[src/rtl/dsm_pkg.sv]
package dsm_pkg;
   // Number of enabled cycles between a word entering and its residue/carry appearing.
   function automatic int dsm_latency(input int slices);
      return slices - 1;
   endfunction
endpackage

[src/rtl/dsm_delay.sv]
module dsm_delay #(
   parameter int W     = 4,
   parameter int DEPTH = 1
) (
   input  logic         clk,
   input  logic         rst,
   input  logic         en,
   input  logic [W-1:0] d,
   output logic [W-1:0] q
);
   generate
      if (DEPTH == 0) begin : g_wire
         assign q = d;
      end else begin : g_regs
         logic [W-1:0] stage [DEPTH];
         always_ff @(posedge clk) begin
            if (rst) begin
               for (int j = 0; j < DEPTH; j++) stage[j] <= '0;
            end else if (en) begin
               stage[0] <= d;
               for (int j = 1; j < DEPTH; j++) stage[j] <= stage[j-1];
            end
         end
         assign q = stage[DEPTH-1];
      end
   endgenerate
endmodule

[src/rtl/dsm_slice.sv]
module dsm_slice #(
   parameter int W = 4
) (
   input  logic         clk,
   input  logic         rst,
   input  logic         en,
   input  logic [W-1:0] k,
   input  logic         c_in,
   output logic [W-1:0] res,
   output logic         c_out
);
   logic [W:0] sum;

   always_comb sum = {1'b0, res} + {1'b0, k} + {{W{1'b0}}, c_in};

   always_ff @(posedge clk) begin
      if (rst) begin
         res   <= '0;
         c_out <= 1'b0;
      end else if (en) begin
         res   <= sum[W-1:0];
         c_out <= sum[W];
      end
   end
endmodule

[src/rtl/dsm_first_order.sv]
module dsm_first_order
   import dsm_pkg::*;
#(
   parameter int WIDTH   = 16,
   parameter int SLICE_W = 4
) (
   input  logic             clk,
   input  logic             rst,
   input  logic             en,
   input  logic [WIDTH-1:0] k_in,
   output logic             carry_out,
   output logic [WIDTH-1:0] residue
);
   localparam int SLICES = WIDTH / SLICE_W;
   localparam int LAT    = dsm_latency(SLICES);

   // slice width must tile the word exactly
   generate
      if (SLICE_W < 1 || (WIDTH % SLICE_W) != 0 || SLICES < 1) begin : g_bad_cfg
         $error("dsm_first_order: SLICE_W must be >= 1 and divide WIDTH");
      end
   endgenerate

   logic [SLICES:0] carry_chain;
   assign carry_chain[0] = 1'b0;

   generate
      for (genvar i = 0; i < SLICES; i++) begin : g_slice
         logic [SLICE_W-1:0] k_aligned;
         logic [SLICE_W-1:0] res_raw;

         // word skew: slice i adds the word from i enabled cycles ago
         dsm_delay #(.W(SLICE_W), .DEPTH(i)) u_kskew (
            .clk(clk), .rst(rst), .en(en),
            .d(k_in[i*SLICE_W +: SLICE_W]), .q(k_aligned)
         );

         dsm_slice #(.W(SLICE_W)) u_add (
            .clk(clk), .rst(rst), .en(en),
            .k(k_aligned), .c_in(carry_chain[i]),
            .res(res_raw), .c_out(carry_chain[i+1])
         );

         // residue deskew: lower slices wait until the top slice catches up
         dsm_delay #(.W(SLICE_W), .DEPTH(LAT - i)) u_deskew (
            .clk(clk), .rst(rst), .en(en),
            .d(res_raw), .q(residue[i*SLICE_W +: SLICE_W])
         );
      end
   endgenerate

   // top slice carry register drives the output directly
   assign carry_out = carry_chain[SLICES];
endmodule

[config.mk]
export PLATFORM = sky130hd
export DESIGN_NAME = dsm_first_order
export DESIGN_NICKNAME = d
export VERILOG_FILES = /design/src/rtl/dsm_pkg.sv /design/src/rtl/dsm_delay.sv /design/src/rtl/dsm_slice.sv /design/src/rtl/dsm_first_order.sv
export SDC_FILE = /design/constraint.sdc
export NUM_CORES = 1
export LEC_CHECK = 0
export ABC_AREA = 1
export BUFFER_PORTS_ARGS = -buffer_cell sky130_fd_sc_hd__buf_4
export CORE_UTILIZATION = 30
export DETAILED_ROUTE_END_ITERATION = 12
export HOLD_SLACK_MARGIN = 0.08
export SLEW_MARGIN = 15
export SYNTH_ARGS = -nofsm -noshare
export SYNTH_HDL_FRONTEND = slang
export SYNTH_SLANG_ARGS = --single-unit
export TNS_END_PERCENT = 50
[constraint.sdc]
create_clock -name clk -period 3.4 [get_ports clk]
set_input_delay 0.34 -clock clk [delete_from_list [all_inputs] [get_ports clk]]
set_output_delay 0.34 -clock clk [all_outputs]
set_load 0.05 [all_outputs]
==> results.toml <==
[critical_path]
path_buf_inv = 2
cp-end-kind = "flop"
path_class = "primary input to flop"
cp.required_ns = 3.19
crit_chain = "buf_4 > nor2_4 > clkinv_2"
critical_path_arrival_ns = 1.52
startpoint_type = "primary input"
crit_slowest_cell = "clkinv_2"
critPathMaxFanout = 60
path_delay_family = "buffers and inverters"
cpPeakStageDelay_ns = 0.79

[placement]
dp_cells = 465
hpwlAfterDp_mm = 3.240
gp_congestion = 0.7332
port_buffers = 35

[floorplan]
dieArea_sq_um = 11170
ios = 36
placementRows = 37
coreArea_sq_um = 10370
chipHeight_um = 105.7
start_util_pct = 31.12
die_w_um = 105.7

[power]
intPower_mw = 1.375
leakagePower_nw = 1.640
netSwitchingFraction_pct = 26.77
combPwrFrac_pct = 13.1
seq_power_share_pct = 51.8
powerDensity_nw_per_um2 = 502.9
p_sw_mw = 0.5027
irDropWorstVdd_mv = 0.2032
p_clk_share_pct = 35.1

[synthesis]
synth.distinct_cells = 19
netlist_instances = 308
yosys_warnings = 0
synth.ff_latch_count = 68
ys_seq_area_share_pct = 57.08
syn_area_sq_um = 3227
avgSynthCellArea_sq_um = 10.48
synth_nets = 347

[clock_tree]
cts_sinks = 68
clk_latency_ns = 0.34
cts_made_buffers = 9
cts_root_buf = "clkbuf_8"
clock_path_buffers = 2
cts_tree = "done"
clkTransAtPathRegs_ns = 0.08
post-cts-setup-buffers = 0
post_cts_resized = 0
cts_hold_buf = 0
h-tree-depth = 3

[cells_and_area]
n_antenna_cell = 0
instances_no_fill = 481
final_util_pct = 36.02
syn2layout_area_growth_pct = 15.74
mostFrequentLayoutCell = "inv_1"
drive_gt1_share_pct = 28.41
fin_nets = 379
layout_common_cells = "inv_1 (68), edfxtp_1 (48), nand2_1 (43), nor2_2 (38), buf_4 (36)"

[sta]
fin_crit_sh_pct = 50.89
skew_ns = 0.006850
rsz0062_at_grt = "false"
final_max_slew_viol_count = 0
fmax_ghz = 0.5780
hold_violations = 0
fin_crit_ns = 1.730
maxSlewHeadroom_pct = 36.27
tightestPinTransition_ns = 0.9560
fin_setup_tns_ns = 0
setup_violations = 0

[global_route]
grt_max_degree = 61
antenna_found_initial = 0
track_usage_pct = 9.791
gr-total-overflow = 0
first_global_vias = 1886
grt_first_pass_wirelength_mm = 8.362

[route]
num_vias = 1940
wl_per_cell_um = 10.11
drt_iter0_drc = 92
drcViolationCount = 0
wl_mm = 4.864
viasPerCell = 4.033
postRouteAntennaNets = 0
dr.pass1.iters = 4

[status]
status = "completed"

[flow_run]
maxCapViolCount = 0

[worst_hold_path]
hp-class = "primary input to flop"
==> state kept, by name, summed over array words and instances, names as in the netlist <==
name                           cells
g_slice.u_deskew.g_regs.stage     24
g_slice.u_kskew.g_regs.stage      24
g_slice.u_add.res                 16
g_slice.u_add.c_out                4
==> power groups by stage <==
stage	combinational [mW]	clock [mW]	sequential [mW]
floorplan	0.175	0	1.01
global placement	0.245	0	0.990
detailed placement	0.249	0	0.992
CTS	0.251	0.683	0.973
global route	0.279	0.708	0.979
finish	0.247	0.659	0.972
==> per-layer routing <==
layer / part of all wire (%) / global-route usage [%]
met5: 0 / 0
met4: 2.0 / 4.762
met3: 5.9 / 3.649
met2: 48 / 16.62
met1: 44 / 10.75
==> cell usage after synthesis <==
cell type   n  area (sq um)
nor2_4      2         22.52
o21ai_0     6         30.03
o22ai_2     2         25.02
inv_1      68         255.2
inv_2       3         11.26
edfxtp_1   48          1441
fa_1        7         140.1
a21oi_1     7         35.03
nor2_2     38         237.7
nor2_1     14         52.55
nand3_1    15         75.07
ha_1       13         162.7
o21bai_1    1         7.510
nand2_1    43         161.4
buf_6       5         56.30
o22ai_1     5         31.28
or2_2       1         6.260
buf_4      10         75.07
dfxtp_1    20         400.4
==> metrics by stage <==
step                setup slack [ns]  hold WS, ns  instance area, sq um  power (mW)
global placement               1.499       0.4444                  3536       1.235
finish                         1.670       0.2913                  3735       1.878
global route                   1.443       0.2882                  3735       1.966
CTS                            1.710       0.2722                  3734       1.907
floorplan                      1.468       0.4258                  3227       1.182
detailed placement             1.454       0.4502                  3536       1.241
==> worst reg2reg max path, cell delays in order (launching register included) <==
cell	delay, ns
dfxtp_1	0.36
inv_1	0.08
fa_1	0.45
fa_1	0.38
inv_1	0.10
nand3_1	0.07
nand2_1	0.08
nand2_1	0.05
nand2_1	0.06
==> path summary, 6_finish.rpt <==
check / from / endpoint / slack [ns] / cells after the start
setup / recovery: en / g_slice[2].u_kskew.g_regs.stage[0][1] / 1.67 / 3
hold / removal: k_in[15] / g_slice[3].u_kskew.g_regs.stage[0][3] / 0.29 / 3
setup reg to reg: g_slice[3].u_add.res[0] / g_slice[3].u_add.c_out / 1.72 / 8
hold reg to reg: g_slice[0].u_add.c_out / g_slice[0].u_add.c_out / 0.46 / 2
==> cell type report <==
class	instances	area, sq um
Clock inverter	7	73.82
Sequential cell	68	1842
Tap cell	136	170.2
Multi-Input combinational cell	154	987.2
Timing Repair Buffer	36	270.3
Inverter	71	267.8
Fill cell	1051	6635
Clock buffer	9	123.9
==> kinds of logic after synthesis <==
| group | after synthesis | synth area share [%] |
|---|---|---|
| adder cells (fa/ha/maj) | 20 | 9.383 |
| flip-flops | 68 | 57.08 |
| AND/OR/NAND/NOR | 113 | 17.22 |
| AO/OA/AOI/OAI | 21 | 3.994 |
| buffers and inverters | 86 | 12.33 |
No activity file was read; power rests on OpenSTA's default activity.
